### src/rtl/cbc_pkg.sv
package cbc_pkg;
  localparam int ROM_OFS_W    = 14;
  localparam int RAM_OFS_W    = 13;
  localparam int RTC_SEL_BASE = 8;
  localparam logic [3:0] ENABLE_KEY = 4'hA;

  typedef enum logic [1:0] {
    SRC_NONE = 2'd0,
    SRC_ROM  = 2'd1,
    SRC_RAM  = 2'd2,
    SRC_RTC  = 2'd3
  } rd_src_e;

  typedef enum logic [1:0] {
    SLOT_RAMEN   = 2'd0,
    SLOT_ROMBANK = 2'd1,
    SLOT_SELECT  = 2'd2,
    SLOT_LATCH   = 2'd3
  } ctrl_slot_e;
endpackage

### src/rtl/cbc_decode.sv
module cbc_decode import cbc_pkg::*; (
  input  logic [15:0] addr,
  output logic        in_rom,
  output logic        rom_hi,
  output logic        in_ram,
  output ctrl_slot_e  slot
);
  always_comb begin
    in_rom = ~addr[15];
    rom_hi = addr[14];
    in_ram = (addr[15:13] == 3'b101);
    slot   = ctrl_slot_e'(addr[14:13]);
  end
endmodule

### src/rtl/cbc_regs.sv
module cbc_regs import cbc_pkg::*; #(
  parameter int ROM_BANK_W   = 7,
  parameter int RAM_BANK_W   = 2,
  parameter int NUM_RTC_REGS = 5,
  parameter int IDX_W        = 3
) (
  input  logic                  clk,
  input  logic                  rst,
  input  logic                  wr_en,
  input  ctrl_slot_e            slot,
  input  logic [7:0]            wdata,
  output logic                  ram_en,
  output logic [ROM_BANK_W-1:0] rom_bank,
  output logic [RAM_BANK_W-1:0] ram_bank,
  output logic                  rtc_mode,
  output logic [IDX_W-1:0]      rtc_idx,
  output logic                  latch_stb
);
  localparam int         NUM_RAM_BANKS = 1 << RAM_BANK_W;
  localparam logic [7:0] RAM_LIM       = 8'(NUM_RAM_BANKS);
  localparam logic [7:0] RTC_LO        = 8'(RTC_SEL_BASE);
  localparam logic [7:0] RTC_HI        = 8'(RTC_SEL_BASE + NUM_RTC_REGS);

  logic [7:0] latch_q;
  logic       sel_ram, sel_rtc;
  logic [7:0] rtc_off;

  always_comb begin
    sel_ram = (wdata < RAM_LIM);
    sel_rtc = (wdata >= RTC_LO) && (wdata < RTC_HI);
    rtc_off = wdata - RTC_LO;
  end

  always_ff @(posedge clk) begin
    if (rst) begin
      ram_en    <= 1'b0;
      rom_bank  <= ROM_BANK_W'(1);
      ram_bank  <= '0;
      rtc_mode  <= 1'b0;
      rtc_idx   <= '0;
      latch_q   <= 8'h01;
      latch_stb <= 1'b0;
    end else begin
      latch_stb <= 1'b0;
      if (wr_en) begin
        case (slot)
          SLOT_RAMEN:   ram_en <= (wdata[3:0] == ENABLE_KEY);
          SLOT_ROMBANK: rom_bank <= (wdata == 8'h00) ? ROM_BANK_W'(1)
                                                     : wdata[ROM_BANK_W-1:0];
          SLOT_SELECT: begin
            if (sel_ram) begin
              ram_bank <= wdata[RAM_BANK_W-1:0];
              rtc_mode <= 1'b0;
            end else if (sel_rtc) begin
              rtc_mode <= 1'b1;
              rtc_idx  <= rtc_off[IDX_W-1:0];
            end
          end
          default: begin
            latch_q   <= wdata;
            latch_stb <= (latch_q == 8'h00) && (wdata == 8'h01);
          end
        endcase
      end
    end
  end


  latch_pulse_chk: assert property (@(posedge clk) disable iff (rst)
    latch_stb |=> !latch_stb);


  rtc_idx_range_chk: assert property (@(posedge clk) disable iff (rst)
    rtc_mode |-> (rtc_idx < IDX_W'(NUM_RTC_REGS)));


  rom_bank_zero_chk: assert property (@(posedge clk) disable iff (rst)
    (wr_en && slot == SLOT_ROMBANK && wdata == 8'h00) |=> (rom_bank == ROM_BANK_W'(1)));


  select_hold_chk: assert property (@(posedge clk) disable iff (rst)
    (wr_en && slot == SLOT_SELECT && !sel_ram && !sel_rtc)
      |=> ($stable(ram_bank) && $stable(rtc_mode) && $stable(rtc_idx)));
endmodule

### src/rtl/cbc_xlate.sv
module cbc_xlate import cbc_pkg::*; #(
  parameter int ROM_BANK_W = 7,
  parameter int RAM_BANK_W = 2
) (
  input  logic                            clk,
  input  logic                            rst,
  input  logic [15:0]                     addr,
  input  logic [7:0]                      wdata,
  input  logic                            rd,
  input  logic                            wr,
  input  logic                            in_rom,
  input  logic                            rom_hi,
  input  logic                            in_ram,
  input  logic                            ram_en,
  input  logic [ROM_BANK_W-1:0]           rom_bank,
  input  logic [RAM_BANK_W-1:0]           ram_bank,
  input  logic                            rtc_mode,
  output logic [ROM_BANK_W+ROM_OFS_W-1:0] rom_addr,
  output logic                            rom_cs,
  output logic [RAM_BANK_W+RAM_OFS_W-1:0] ram_addr,
  output logic                            ram_cs,
  output logic                            ram_we,
  output logic [7:0]                      ram_wdata,
  output logic                            rtc_wr,
  output logic [7:0]                      rtc_wdata,
  output rd_src_e                         src
);
  logic win_open;

  always_comb win_open = in_ram && ram_en;

  always_ff @(posedge clk) begin
    if (rst) begin
      rom_addr  <= '0;
      rom_cs    <= 1'b0;
      ram_addr  <= '0;
      ram_cs    <= 1'b0;
      ram_we    <= 1'b0;
      ram_wdata <= '0;
      rtc_wr    <= 1'b0;
      rtc_wdata <= '0;
      src       <= SRC_NONE;
    end else begin
      rom_cs    <= rd && in_rom;
      rom_addr  <= rom_hi ? {rom_bank, addr[ROM_OFS_W-1:0]}
                          : {{ROM_BANK_W{1'b0}}, addr[ROM_OFS_W-1:0]};
      ram_addr  <= {ram_bank, addr[RAM_OFS_W-1:0]};
      ram_cs    <= rd && win_open && !rtc_mode;
      ram_we    <= wr && win_open && !rtc_mode;
      rtc_wr    <= wr && win_open && rtc_mode;
      ram_wdata <= wdata;
      rtc_wdata <= wdata;
      if (rd && in_rom)        src <= SRC_ROM;
      else if (rd && win_open) src <= rtc_mode ? SRC_RTC : SRC_RAM;
      else                     src <= SRC_NONE;
    end
  end


  we_needs_enable_chk: assert property (@(posedge clk) disable iff (rst)
    (ram_we || rtc_wr) |-> $past(ram_en));


  select_excl_chk: assert property (@(posedge clk) disable iff (rst)
    $onehot0({rom_cs, ram_cs, ram_we, rtc_wr}));


  rom_low_bank_chk: assert property (@(posedge clk) disable iff (rst)
    (rd && in_rom && !rom_hi) |=> (rom_addr[ROM_BANK_W+ROM_OFS_W-1:ROM_OFS_W] == '0));


  outside_quiet_chk: assert property (@(posedge clk) disable iff (rst)
    (rd && !in_rom && !in_ram) |=> (!rom_cs && !ram_cs && src == SRC_NONE));
endmodule

### src/rtl/cart_bank_ctrl.sv
module cart_bank_ctrl import cbc_pkg::*; #(
  parameter int ROM_BANK_W   = 7,
  parameter int RAM_BANK_W   = 2,
  parameter int NUM_RTC_REGS = 5
) (
  input  logic                                clk,
  input  logic                                rst,
  input  logic [15:0]                         cpu_addr,
  input  logic [7:0]                          cpu_wdata,
  input  logic                                cpu_rd,
  input  logic                                cpu_wr,
  output logic [7:0]                          cpu_rdata,
  output logic [ROM_BANK_W+ROM_OFS_W-1:0]     rom_addr,
  output logic                                rom_cs,
  input  logic [7:0]                          rom_rdata,
  output logic [RAM_BANK_W+RAM_OFS_W-1:0]     ram_addr,
  output logic                                ram_cs,
  output logic                                ram_we,
  output logic [7:0]                          ram_wdata,
  input  logic [7:0]                          ram_rdata,
  output logic [$clog2(NUM_RTC_REGS)-1:0]     rtc_idx,
  output logic                                rtc_mode,
  output logic                                rtc_latch_stb,
  output logic                                rtc_wr,
  output logic [7:0]                          rtc_wdata,
  input  logic [7:0]                          rtc_rdata
);
  localparam int IDX_W = $clog2(NUM_RTC_REGS);

  logic                  in_rom, rom_hi, in_ram;
  ctrl_slot_e            slot;
  logic                  ram_en;
  logic [ROM_BANK_W-1:0] rom_bank;
  logic [RAM_BANK_W-1:0] ram_bank;
  rd_src_e               src;

  cbc_decode u_dec (
    .addr   (cpu_addr),
    .in_rom (in_rom),
    .rom_hi (rom_hi),
    .in_ram (in_ram),
    .slot   (slot)
  );

  cbc_regs #(
    .ROM_BANK_W   (ROM_BANK_W),
    .RAM_BANK_W   (RAM_BANK_W),
    .NUM_RTC_REGS (NUM_RTC_REGS),
    .IDX_W        (IDX_W)
  ) u_regs (
    .clk       (clk),
    .rst       (rst),
    .wr_en     (cpu_wr && in_rom),
    .slot      (slot),
    .wdata     (cpu_wdata),
    .ram_en    (ram_en),
    .rom_bank  (rom_bank),
    .ram_bank  (ram_bank),
    .rtc_mode  (rtc_mode),
    .rtc_idx   (rtc_idx),
    .latch_stb (rtc_latch_stb)
  );

  cbc_xlate #(
    .ROM_BANK_W (ROM_BANK_W),
    .RAM_BANK_W (RAM_BANK_W)
  ) u_xlate (
    .clk       (clk),
    .rst       (rst),
    .addr      (cpu_addr),
    .wdata     (cpu_wdata),
    .rd        (cpu_rd),
    .wr        (cpu_wr),
    .in_rom    (in_rom),
    .rom_hi    (rom_hi),
    .in_ram    (in_ram),
    .ram_en    (ram_en),
    .rom_bank  (rom_bank),
    .ram_bank  (ram_bank),
    .rtc_mode  (rtc_mode),
    .rom_addr  (rom_addr),
    .rom_cs    (rom_cs),
    .ram_addr  (ram_addr),
    .ram_cs    (ram_cs),
    .ram_we    (ram_we),
    .ram_wdata (ram_wdata),
    .rtc_wr    (rtc_wr),
    .rtc_wdata (rtc_wdata),
    .src       (src)
  );

  always_comb begin
    case (src)
      SRC_ROM: cpu_rdata = rom_rdata;
      SRC_RAM: cpu_rdata = ram_rdata;
      SRC_RTC: cpu_rdata = rtc_rdata;
      default: cpu_rdata = 8'hFF;
    endcase
  end


  idle_open_bus_chk: assert property (@(posedge clk) disable iff (rst)
    (!cpu_rd) |=> (cpu_rdata == 8'hFF));
endmodule

### config.mk
export PLATFORM = sky130hd
export DESIGN_NAME = cart_bank_ctrl
export DESIGN_NICKNAME = d
export VERILOG_FILES = /design/src/rtl/cbc_pkg.sv /design/src/rtl/cbc_decode.sv /design/src/rtl/cbc_regs.sv /design/src/rtl/cbc_xlate.sv /design/src/rtl/cart_bank_ctrl.sv
export SDC_FILE = /design/constraint.sdc
export NUM_CORES = 1
export LEC_CHECK = 0
export BUFFER_PORTS_ARGS = -buffer_cell sky130_fd_sc_hd__buf_4
export CAP_MARGIN = 30
export CORE_MARGIN = 2
export CORE_UTILIZATION = 25
export CTS_BUF_LIST = sky130_fd_sc_hd__clkbuf_8
export CTS_CLUSTER_DIAMETER = 30
export DETAILED_ROUTE_END_ITERATION = 8
export GPL_ROUTABILITY_DRIVEN = 0
export GPL_TIMING_DRIVEN = 0
export PLACE_DENSITY = 0.54
export SYNTH_ARGS = -nofsm -noshare
export SYNTH_HDL_FRONTEND = slang
export SYNTH_SLANG_ARGS = --single-unit
### constraint.sdc
create_clock -name clk -period 2.4 [get_ports clk]
set_clock_uncertainty 0.05 [all_clocks]
set_input_delay 0.48 -clock clk [delete_from_list [all_inputs] [get_ports clk]]
set_output_delay 0.48 -clock clk [all_outputs]
set_load 0.05 [all_outputs]
# --- Yosys cells after proc, flatten, opt, wreduce, memory -nomap -nowiden ---
# Cells that the tools add are included.
word_totals:
  reg_bits: 73
  inputBits: 52
  out_inout_bits: 69
  elab_cells: 67
op_classes:
  addsub: 1
  magnitude_cmp: 3
  eq_ne: 8
  mux: 7
  bitwise: 6
  reduce_logical: 25
ops:
  columns: ["cell", "count"]
  rows:
  - ["$pmux W8 S3", 1]
  - ["$logic_not A8 Y1", 2]
  - ["$logic_and A1 B1 Y1", 10]
  - ["$eq A8 B1 Y1 const B", 1]
  - ["$ge A8 B4 Y1 const B", 1]
  - ["$lt A8 B3 Y1 const B", 1]
  - ["$lt A8 B4 Y1 const B", 1]
  - ["$mux W7", 1]
  - ["$eq A2 B2 Y1 const B", 3]
  - ["$not A1 Y1", 6]
  - ["$reduce_and A2 Y1", 3]
  - ["$reduce_and A3 Y1", 2]
  - ["$reduce_or A3 Y1", 2]
  - ["$mux W1", 5]
  - ["$reduce_or A5 Y1", 1]
  - ["$eq A2 B1 Y1 const B", 2]
  - ["$eq A4 B4 Y1 const B", 1]
  - ["$reduce_and A4 Y1", 1]
  - ["$eq A3 B3 Y1 const B", 1]
  - ["$sub A3 B1 Y3 const B", 1]
  - ["$logic_not A2 Y1", 1]
  - ["$reduce_bool A2 Y1", 1]
  - ["$reduce_or A2 Y1", 1]
  - ["$logic_not A1 Y1", 1]

# --- Logic depth before layout (Yosys ltp) ---
# Gate-level depths: netlist of run 1.
depth:
  depth_word: 5
  depth_mapped: 5
  ltp_nobuf: 3

# --- Modules after synthesis ---
# A second synthesis of run 1 with hierarchy kept.
unflattened:
  hier_cells: 245
  hier_area_um2: 2432.3
by_module_without_submodules:
  columns: ["mod", "n_inst", "cells_each", "area_per_inst_um2", "seq_area_each_um2"]
  rows:
  - ["cbc_xlate", 1, 103, 1201.2, 740.7]
  - ["cbc_regs", 1, 116, 999.7, 460.4]
  - ["cart_bank_ctrl", 1, 21, 196.4, 0.0]
  - ["cbc_decode", 1, 5, 35.0, 0.0]

# --- Least setup slack after synthesis of run 1 ---
# No wires, ideal clock.
synth_timing:
  kind: "reg-to-output"
  from: "reg u_xlate.src[1]"
  to: "out cpu_rdata[0]"
  arrival_time_ns: 1.701
  required_time_ns: 1.870
  slack_ns: 0.169
  path_stages_with_launch: 6
  path_buffers: 2
  cell_sequence: "dfxtp_1 > clkbuf_1 > nand2b_1 > clkbuf_1 > nor2_1 > a21oi_1"
synth_between:
  elab_chain_cells: 2
  elab_cells_between_ends: 4
  cone_classes: "eq/ne (3); mux (1)"
synth_rtl:
  columns: ["element", "line", "source"]
  rows:
  - ["from (decl)", "cbc_xlate.sv:26", "output rd_src_e src"]
  - ["from (signal assigned)", "cbc_xlate.sv:54", "else if (rd && win_open) src <= rtc_mode ? SRC_RTC : SRC_RAM;"]
  - ["$eq A2 B2 Y1 / $eq A2 B1 Y1 (equally long branches)", "cart_bank_ctrl.sv:93", "case (src)"]
  - ["$pmux W8 S3 *", "cart_bank_ctrl.sv:93", null]
  - ["to (decl)", "cart_bank_ctrl.sv:12", "output logic [7:0] cpu_rdata,"]
# Every way passes the cells marked *; elsewhere a longest branch is shown, timed or not.

# --- Worst setup path in the final report of run 1 ---
layout_timing:
  from: "reg u_xlate.src[0]"
  to: "out cpu_rdata[5]"
# Same word-level chain as after synthesis.

==> results.md, run 1 <==
* Post-synth EDFFs at 0
* XOR/XNOR Fraction of Synth Area at 0%
* Worst Tran Pin Value at 0.500 ns
* Min cycle time layout at 2.19 ns
* Top cell type's share of synthesized area at 53.3%
* # setup viols final at 0
* Fin crit share at around nine tenths
* Met3 Use GR at 4.54%
* Post-synth top cells: 60 x dfxtp_1, 26 x nor2b_1, 23 x nor2_1
* Pwr dens at 647 nW/µm²
* Pleak at between 1.5 and 2 nW
* Post-synthesis mux area share at 8.99%
* Max incr delay on CP at 0.46 ns
* Die area at 9790 µm²
* First-pass GRT wire length at 9090 µm
* Number of hold buffers added after CTS at 0
* Register area share after synthesis at ~53%
* Post-synthesis adder-cell area fraction at 0%
* Compound-cell area share of the yosys netlist at 5.05%
* Run status: complete, no violations
* DRC Markers at 0
* Clock Tree Buf Depth at 2
* Synth area leader: dfxtp_1
* IO Pins at around 120
* FF-to-FF End: u_xlate.src[0]
* Starting Density at 25.9%
* FMAX at 0.457 GHz
* Pre-Repair DR Iteration Count at 4
* Setup TNS at 0 ns
* Vias in the first global route at 1894
* Syn_nets at 279
* Reg2reg setup slack at about 1.3 ns
* Slew HR at 66.7%
* VDD IR max at roughly 0.33 mV
* Root Buffer: clkbuf_8
* Clk sinks at 60
* Post-Synth Simple-Gate Area at 23.4%
* Worst hold path type: in -> reg
* Proportion of layout cells with a drive suffix above 1 at a little under half
* Largest family of logic cells by synthesized area: simple AND/OR/NAND/NOR gates
* CTS tree: built
* Sw Ratio at 28.3%
* Pins Over Slew Limit at 0
* Dpl hpwl at 4410 µm
* Worst endpoint required time at 1.87 ns
* Internal power at around 0.0016 W
* Num CTS Buffers at 9
* Die X at 99.0 µm
* Critical path cell sequence: nand2b_1, clkbuf_1, nor2_1, a21oi_1, buf_4
* Placed cell area at about 3300 µm²
* Syn Inst Count at 227
* Yosys reg bits at 60
* CTS clock-pin slew for the worst setup and hold paths at ~0.070 ns
* Unrepaired setup endpoints after global routing: false
* GRT Max-Usage Layer: met2
* Seq pwr share at 46.5%
* Syn-to-layout area delta at 53.5%
* Fillers at 900
* Gr usage total at around an eighth
* Final Routed Wirelength at 5850 µm
* Die Ht at 99.0 µm
* Overflow after GRT at 0
* Dominant synthesized flop cell: dfxtp_1
* R2R cell count at 3
* Pin count of the biggest net entering global routing at 11
* Max-Cap Viols at 0
* Worst path arrival time at around 1.7 ns
* CP Class: reg -> out
* Synth warn at 0
* Num rows at 34
* Placed instance count at between 400 and 500
* Crit path to: cpu_rdata[5]
* Initial antenna violation count at 0
* Iter 0 DRT Violations at 48
* Final non-filler cell total at about 470
* Setup Fix Bufs, Post-CTS at 0
* # diodes at 0
* Detail Route Antenna Nets at 0
* Met1 Resource Use GR at 13.7%
* WL/cell at roughly 13 µm
* Critical path launch point type: flop
* Syn Area/Cell at 9.93 µm²
* CP max FO at 9
* Area contributors post-synth: dfxtp_1 53%, nor2b_1 7.2%, buf_4 7.0%, mux2i_1 6.7%, nor2_1 3.8%
* Netlist cell types at 33
* Comb power frac at 17.9%
* Asr flop ratio synth at 0%
* Area of the core at a little under 9000 µm²
* Vias per cell at between 4 and 5
* Worst setup path startpoint: u_xlate.src[0]
* Slowest CP cell: dfxtp_1
* Hold Violations, Final at 0
* Clk network pwr share at between 30% and 40%
* Design Area, Final at 3460 µm²
* Via count at 1976
* Hold_sp: cpu_addr[10]
* Count leader, synth: dfxtp_1
* Port Buffer Count at 120
* Crit end category: primary output
* Post-layout util at 39.7%
* Power Total at 0.00224 W
* Cell area after synthesis at approximately 2300 µm²
* GR Layer Usage met2 at around a fifth
* H-tree levels at 3
* Nets at just over 400
* NetSw at 0.000633 W
* Worst skew pair latency at 0.33 ns
* R2r startpoint: u_regs.ram_en
==> metal layers <==
| metal | vias up | routed length [µm] |
|---|---|---|
| li1 | 987 | - |
| met1 | 896 | 2430 |
| met2 | 88 | 2840 |
| met3 | 5 | 553 |
| met4 | 0 | 34 |
| met5 | - | 0 |
==> sequential cells by signal, indices dropped and copies added, names as in the netlist, 2 cells and up <==
register / flops
u_xlate.ram_addr: 15
u_regs.ram_bank: 2
u_regs.rom_bank: 7
u_regs.latch_q: 8
u_regs.rtc_idx: 3
u_xlate.rtc_wdata: 8
u_xlate.rom_addr: 8
u_xlate.src: 2
==> critical path, delay by kind of cell (launching register included) <==
kind,cells,cell delay (ns)
buffers and inverters,2,0.49
DFF,1,0.46
and+or+nand+nor,2,0.21
AOI/OAI and AO/OA,1,0.16
==> cell families (layout without fill, tap and decap cells) <==
family,after synthesis,in the layout
AOI/OAI and AO/OA,20,20
buffers and inverters,35,168
DFF,60,60
muxes,19,19
and+or+nand+nor,93,93
==> per-stage QoR <==
| step | setup WS (ns) | hold WS, ns |
|---|---|---|
| floorplan | 0.169 | 0.379 |
| global placement | 0.169 | 0.393 |
| detailed placement | 0.156 | 0.394 |
| CTS | 0.0139 | 0.287 |
| global route | 0.0237 | 0.288 |
| finish | 0.209 | 0.306 |
==> cells in the final DEF, fill, tap and decap left out <==
master	n
mux2_2	1
o32a_1	1
a211oi_1	1
mux2i_1	15
and4_1	1
or4_4	2
inv_1	4
and2_1	7
nor4b_1	1
a21oi_1	15
nand4b_1	1
or4b_4	1
nor4bb_1	3
clkbuf_8	11
mux2_1	1
and4b_1	1
nor4_1	3
buf_1	1
o2bb2ai_1	1
clkbuf_1	7
buf_4	141
nand3_1	2
dfxtp_2	1
clkinvlp_4	2
nand3b_1	1
mux2_4	2
o21bai_1	1
o21ai_0	1
nor2b_1	26
dfxtp_1	59
nor3b_1	1
nand2b_1	1
nand4bb_1	1
clkinv_2	2
and3_1	1
nor2_1	23
nand2_1	17
==> power groups by stage <==
| stage | Sequential [W] | Combinational, W | Clock, W |
|---|---|---|---|
| after CTS | 0.00104 | 0.000407 | 0.000836 |
| after floorplan | 0.00114 | 0.000165 | 0 |
| after global routing | 0.00104 | 0.000422 | 0.000884 |
| after global placement | 0.00106 | 0.000404 | 0 |
| after detailed placement | 0.00106 | 0.000407 | 0 |
| final | 0.00104 | 0.000400 | 0.000798 |
==> cell type report <==
| cell class | instances | area [µm²] | share of cell area [%] |
|---|---|---|---|
| flip-flops and latches | 60 | 1200 | 34.7 |
| clock inverters | 4 | 25.0 | 0.723 |
| clock buffers | 11 | 151 | 4.37 |
| multi-input cells | 132 | 843 | 24.4 |
| repair buffers | 120 | 901 | 26.0 |
| well taps | 108 | 135 | 3.90 |
| plain buffers | 29 | 188 | 5.42 |
| inverters | 4 | 15.0 | 0.434 |
==> how the worst min path moves through the flow <==
stage                     slack [ns]  cells past startpoint              endpoint
after global routing            0.29                      2  u_xlate.ram_addr[10]
after CTS                       0.29                      2  u_xlate.ram_addr[10]
after floorplan                 0.38                      1  u_xlate.rom_addr[15]
after detailed placement        0.39                      1  u_xlate.rom_addr[18]
after global placement          0.39                      2     u_regs.latch_q[5]
final                           0.31                      2  u_xlate.ram_addr[10]
==> what timing repair did <==
action                                  4_1_cts  5_1_grt
resized for setup                             0        1
hold endpoints to repair                      0        0
endpoints found under the setup margin        0        8
Power figures use the tool's default switching activity.
==> inputs of run 2 (changes only) <==
--- a/config.mk
+++ b/config.mk
@@ -12,3 +12,2 @@
 export CTS_BUF_LIST = sky130_fd_sc_hd__clkbuf_8
-export CTS_CLUSTER_DIAMETER = 30
 export DETAILED_ROUTE_END_ITERATION = 8
==> constraint.sdc (replaced) <==
create_clock -name clk -period 2.4 [get_ports clk]
set_clock_uncertainty 0.05 [all_clocks]
set_input_delay 0.24 -clock clk [delete_from_list [all_inputs] [get_ports clk]]
set_output_delay 0.24 -clock clk [all_outputs]
set_load 0.05 [all_outputs]
==> results.md, run 2 (synthesized netlist as in run 1, its figures left out) <==
* Via count at 1972 (was 1976)
* Setup Fix Bufs, Post-CTS at 0 (unchanged)
* Worst endpoint required time at 2.11 ns (was 1.87 ns)
* Worst Tran Pin Value at 0.606 ns (was 0.500 ns)
* Nets at 410 (was 408)
* Die X at 99.0 µm (unchanged)
* FMAX at 0.473 GHz (was 0.457 GHz)
* Clk sinks at 60 (unchanged)
* Pins Over Slew Limit at 0 (unchanged)
* Crit path max-delay family: buffers and inverters (unchanged)
* WL/cell at 12.5 µm (about the same)
* R2r startpoint: u_regs.ram_en (unchanged)
* Run status: complete, no violations (unchanged)
* Area of the core at 8720 µm² (unchanged)
* Critical path launch point type: flop (unchanged)
* Max reg flops at 15 (unchanged)
* Vias in the first global route at 1894 (unchanged)
* Critical path cell sequence: clkbuf_1, nand2b_1, clkbuf_1, nor2_1, a21oi_1, buf_4 (was nand2b_1, clkbuf_1, nor2_1, a21oi_1, buf_4)
* DRC Markers at 0 (unchanged)
* Number of hold buffers added after CTS at 0 (unchanged)
* CTS resizes at 0 (unchanged)
* Slew HR at 59.6% (was 66.7%)
* Most frequent cells in the layout: 141 x buf_4, 60 x dfxtp_1, 26 x nor2b_1 (was 141 x buf_4, 59 x dfxtp_1, 26 x nor2b_1)
* Design Area, Final at 3470 µm² (was 3460 µm²)
* Die area at 9790 µm² (unchanged)
* Die Ht at 99.0 µm (unchanged)
* Final non-filler cell total at 470 (was 468)
* IO Pins at 121 (unchanged)
* Port Buffer Count at 120 (unchanged)
* Syn-to-layout area delta at 53.8% (was 53.5%)
* # setup viols final at 0 (unchanged)
* # diodes at 0 (unchanged)
* Num rows at 34 (unchanged)
* Placed cell area at 3290 µm² (unchanged)
* Vias per cell at 4.20 (was 4.22)
* Pre-Repair DR Iteration Count at 4 (unchanged)
* Pleak at 1.58 nW (about the same)
* CP Class: reg -> out (unchanged)
* Final Routed Wirelength at 5860 µm (was 5850 µm)
* CP Depth at 6 (was 5)
* Worst path arrival time at 1.82 ns (was 1.66 ns)
* Num CTS Buffers at 9 (unchanged)
* Commonest non-fill, non-tap cell in the layout: buf_4 (unchanged)
* Fin crit share at 88.0% (was 91.3%)
* R2R cell count at 3 (unchanged)
* Power Total at 0.00224 W (about the same)
* Reg2reg setup slack at 1.29 ns (was 1.30 ns)
* First-pass GRT wire length at 9090 µm (unchanged)
* Proportion of layout cells with a drive suffix above 1 at 44.8% (was 45.3%)
* Max incr delay on CP at 0.47 ns (was 0.46 ns)
* Critical path's most frequent cell: clkbuf_1
* Crit end category: primary output (unchanged)
* Clk network pwr share at 35.6% (was 35.7%)
* CP max FO at 9 (unchanged)
* Setup TNS at 0 ns (unchanged)
* Placed instance count at 455 (unchanged)
* Detail Route Antenna Nets at 0 (unchanged)
* Gr usage total at 11.8% (unchanged)
* Internal power at 0.00161 W (about the same)
* CTS tree: built (unchanged)
* Starting Density at 25.9% (unchanged)
* Clock Tree Buf Depth at 2 (unchanged)
* Max-Cap Viols at 0 (unchanged)
* Overflow after GRT at 0 (unchanged)
* Sw Ratio at 28.3% (about the same)
* VDD IR max at 0.332 mV (about the same)
* Fin worst setup slack at 0.288 ns (was 0.209 ns)
* FF-to-FF End: u_xlate.src[0] (unchanged)
* Crit path to: cpu_rdata[5] (unchanged)
* Unrepaired setup endpoints after global routing: false (unchanged)
* Hold Violations, Final at 0 (unchanged)
* NetSw at 0.000632 W (was 0.000633 W)
* Iter 0 DRT Violations at 41 (was 48)
* Worst hold path type: in -> reg (unchanged)
* Pre-CTS WS at 0.396 ns (was 0.156 ns)
* Slowest CP cell: clkbuf_1 (was dfxtp_1)
* Pwr dens at 645 nW/µm² (was 647 nW/µm²)
* Seq pwr share at 46.4% (was 46.5%)
* Min cycle time layout at 2.11 ns (was 2.19 ns)
* Comb power frac at 18.0% (was 17.9%)
* Dpl hpwl at 4410 µm (unchanged)
* Pin count of the biggest net entering global routing at 11 (unchanged)
* Worst skew pair latency at 0.33 ns (about the same)
* Root Buffer: clkbuf_8 (unchanged)
* WP buf/inv at 3 (was 2)
* Initial antenna violation count at 0 (unchanged)
* Worst setup path startpoint: u_xlate.src[0] (unchanged)
* Most flop-heavy register: u_xlate.ram_addr (unchanged)
* H-tree levels at 3 (unchanged)
* CTS clock-pin slew for the worst setup and hold paths at 0.07 ns (about the same)
-- run 2: cell count changes in the layout (fill, tap and decap cells not counted) --
| cell | before | now |
|---|---|---|
| clkbuf_1 | 7 | 9 |
| dfxtp_1 | 59 | 60 |
| dfxtp_2 | 1 | 0 |
-- run 2: power groups by stage --
stage | clock [W] | sequential, W | combinational (W)
3_3_place_gp | 0 | 0.00106 | 0.000404
5_1_grt | 0.000884 | 0.00104 | 0.000425
4_1_cts | 0.000836 | 0.00104 | 0.000407
3_5_place_dp | 0 | 0.00106 | 0.000407
6_report | 0.000797 | 0.00104 | 0.000403
2_1_floorplan | 0 | 0.00114 | 0.000165
-- run 2: per-layer routing --
metal,vias to the layer above,global-route usage (%),part of all wire [%]
met4,0,4.74,0.99
li1,990,-,-
met3,9,4.54,9.2
met2,88,19.6,48
met1,885,13.7,42
met5,-,0,0
-- run 2: final cells by class --
class | count | area (µm²)
clock inverter | 4 | 25.0
buffer | 31 | 195
multi-input combinational | 132 | 843
clock buffer | 11 | 151
tap | 108 | 135
inverter | 4 | 15.0
fill | 899 | 5250
timing repair buffer | 120 | 901
sequential | 60 | 1200
-- run 2: worst min-delay path by stage --
| stage | from | to | slack (ns) | cells past startpoint |
|---|---|---|---|---|
| final | cpu_addr[10] | u_xlate.ram_addr[10] | 0.07 | 2 |
| after global routing | cpu_addr[10] | u_xlate.ram_addr[10] | 0.05 | 2 |
| after CTS | cpu_addr[10] | u_xlate.ram_addr[10] | 0.05 | 2 |
| after detailed placement | u_regs.rom_bank[4] | u_xlate.rom_addr[18] | 0.39 | 1 |
| after global placement | u_regs.latch_q[5] | u_regs.latch_q[5] | 0.39 | 2 |
| after floorplan | cpu_addr[15] | u_xlate.rom_cs | 0.28 | 1 |
-- run 2: stage by stage --
stage	util, %	hold slack [ns]
after floorplan	-	0.275
after global placement	37.7	0.393
after detailed placement	37.7	0.394
after CTS	39.8	0.0474
after global routing	39.8	0.0484
final	39.8	0.0674
==> inputs of run 3 (changes only) <==
Settings changed: CORE_UTILIZATION 25 to 46, PLACE_DENSITY 0.54 to 0.86.
==> results.md, run 3 (synthesized netlist as in run 1, its figures left out) <==
* Run status: complete, no violations (unchanged)
* Most flop-heavy register: u_xlate.ram_addr (unchanged)
* CP max FO at 9 (unchanged)
* Unrepaired setup endpoints after global routing: false (unchanged)
* Crit end category: primary output (unchanged)
* Setup Fix Bufs, Post-CTS at 0 (unchanged)
* Initial antenna violation count at 0 (unchanged)
* Post-layout util at 73.7% (was 39.8%)
* Pre-Repair DR Iteration Count at 4 (unchanged)
* # diodes at 0 (unchanged)
* Fin crit share at 88.8% (was 88.0%)
* Gr usage total at 20.5% (was 11.8%)
* Clk sinks at 60 (unchanged)
* Worst hold slack at 0.0622 ns (was 0.0674 ns)
* Max-Cap Viols at 0 (unchanged)
* Num rows at 25 (was 34)
* Slew HR at 58.3% (was 59.6%)
* Commonest non-fill, non-tap cell in the layout: buf_4 (unchanged)
* Die Ht at 74.0 µm (was 99.0 µm)
* Area of the core at 4720 µm² (was 8720 µm²)
* Worst skew pair latency at 0.33 ns (about the same)
* Pleak at 1.62 nW (was 1.58 nW)
* Pin count of the biggest net entering global routing at 12 (was 11)
* Worst path arrival time at 1.84 ns (was 1.82 ns)
* FMAX at 0.469 GHz (was 0.473 GHz)
* Num CTS Buffers at 9 (unchanged)
* Vias in the first global route at 1876 (was 1894)
* GR Layer Usage met2 at 37.0% (was 19.6%)
* Final Routed Wirelength at 5770 µm (was 5860 µm)
* CTS tree: built (unchanged)
* Nets at 410 (unchanged)
* CP Class: reg -> out (unchanged)
* Critical path launch point type: flop (unchanged)
* IO Pins at 121 (unchanged)
* Worst Tran Pin Value at 0.626 ns (was 0.606 ns)
* Pins Over Slew Limit at 0 (unchanged)
* Overflow after GRT at 0 (unchanged)
* Worst hold path type: in -> reg (unchanged)
* Most frequent cells in the layout: 141 x buf_4, 60 x dfxtp_1, 26 x nor2b_1 (unchanged)
* Syn-to-layout area delta at 54.3% (was 53.8%)
* Detail Route Antenna Nets at 0 (unchanged)
* First-pass GRT wire length at 8510 µm (was 9090 µm)
* CTS clock-pin slew for the worst setup and hold paths at 0.07 ns (about the same)
* Max reg flops at 15 (unchanged)
* Met1 Resource Use GR at 22.2% (was 13.7%)
* Die X at 74.0 µm (was 99.0 µm)
* Pre-CTS WS at 0.411 ns (was 0.396 ns)
* Root Buffer: clkbuf_8 (unchanged)
* WL/cell at 13.4 µm (was 12.5 µm)
* Via count at 2029 (was 1972)
* Pwr dens at 725 nW/µm² (was 645 nW/µm²)
* VDD IR max at 0.589 mV (was 0.332 mV)
* Vias per cell at 4.72 (was 4.20)
* Iter 0 DRT Violations at 81 (was 41)
* Dpl hpwl at 4260 µm (was 4410 µm)
* H-tree levels at 3 (unchanged)
* CTS resizes at 0 (unchanged)
* Fin worst setup slack at 0.268 ns (was 0.288 ns)
* Number of hold buffers added after CTS at 0 (unchanged)
* GRT Max-Usage Layer: met2 (unchanged)
* Met3 Use GR at 6.23% (was 4.54%)
* Clock Tree Buf Depth at 2 (unchanged)
* Port Buffer Count at 120 (unchanged)
* Proportion of layout cells with a drive suffix above 1 at 44.6% (was 44.8%)
* # setup viols final at 0 (unchanged)
* Worst endpoint required time at 2.11 ns (about the same)
* Hold Violations, Final at 0 (unchanged)
* DRC Markers at 0 (unchanged)
* Min cycle time layout at 2.13 ns (was 2.11 ns)
* Die area at 5480 µm² (was 9790 µm²)
* Setup TNS at 0 ns (unchanged)
* Starting Density at 47.7% (was 25.9%)
## run 3: cell count changes in the layout (fill, tap and decap cells not counted), sizes merged
cell and delta:
clkbuf -2, inv +1, clkinv +1, clkinvlp -2
bufinv +3
## run 3: path summary, 6_finish.rpt
check                           depth (start not counted)  slack, ns              start                    to
worst max-delay path                                    6       0.27     u_xlate.src[0]          cpu_rdata[5]
worst min-delay path                                    2       0.06       cpu_addr[11]  u_xlate.ram_addr[11]
worst max register to register                          3       1.30      u_regs.ram_en        u_xlate.src[0]
worst min register to register                          2       0.41  u_regs.latch_q[6]     u_regs.latch_q[6]
## run 3: report_power, final
group | leakage, nW | switching, W | internal (W)
clock network | 0.125 | 0.000395 | 0.000687
registers | 0.491 | 0.0000139 | 0.00102
logic | 1.00 | 0.000244 | 0.000160
## run 3: per-layer routing
metal,share of wire [%],up-vias,routed length (µm)
li1,-,992,-
met1,38,946,2180
met2,54,83,3130
met3,6.6,8,381
met4,1.4,0,78
met5,0,-,0
## run 3: stage by stage
step	instance area [µm²]	std cells	power (W)
floorplan	2250	227	0.00130
global placement	3240	414	0.00146
detailed placement	3240	414	0.00146
CTS	3480	430	0.00254
global route	3480	430	0.00261
finish	3480	430	0.00252
## run 3: area by class of cell
type,instances,area [µm²]
Inverter,4,15.0
Timing Repair Buffer,120,901
Sequential cell,60,1200
Clock buffer,9,124
Buffer,31,195
Fill cell,343,1240
Tap cell,67,83.8
Clock inverter,7,116
Multi-Input combinational cell,132,843
## run 3: worst max-delay path, stage by stage (launching register included)
cell and delay (ns):
dfxtp_1 0.31, clkbuf_1 0.48, nand2b_1 0.11, clkbuf_1 0.21
nor2_1 0.13, a21oi_1 0.06, buf_4 0.21
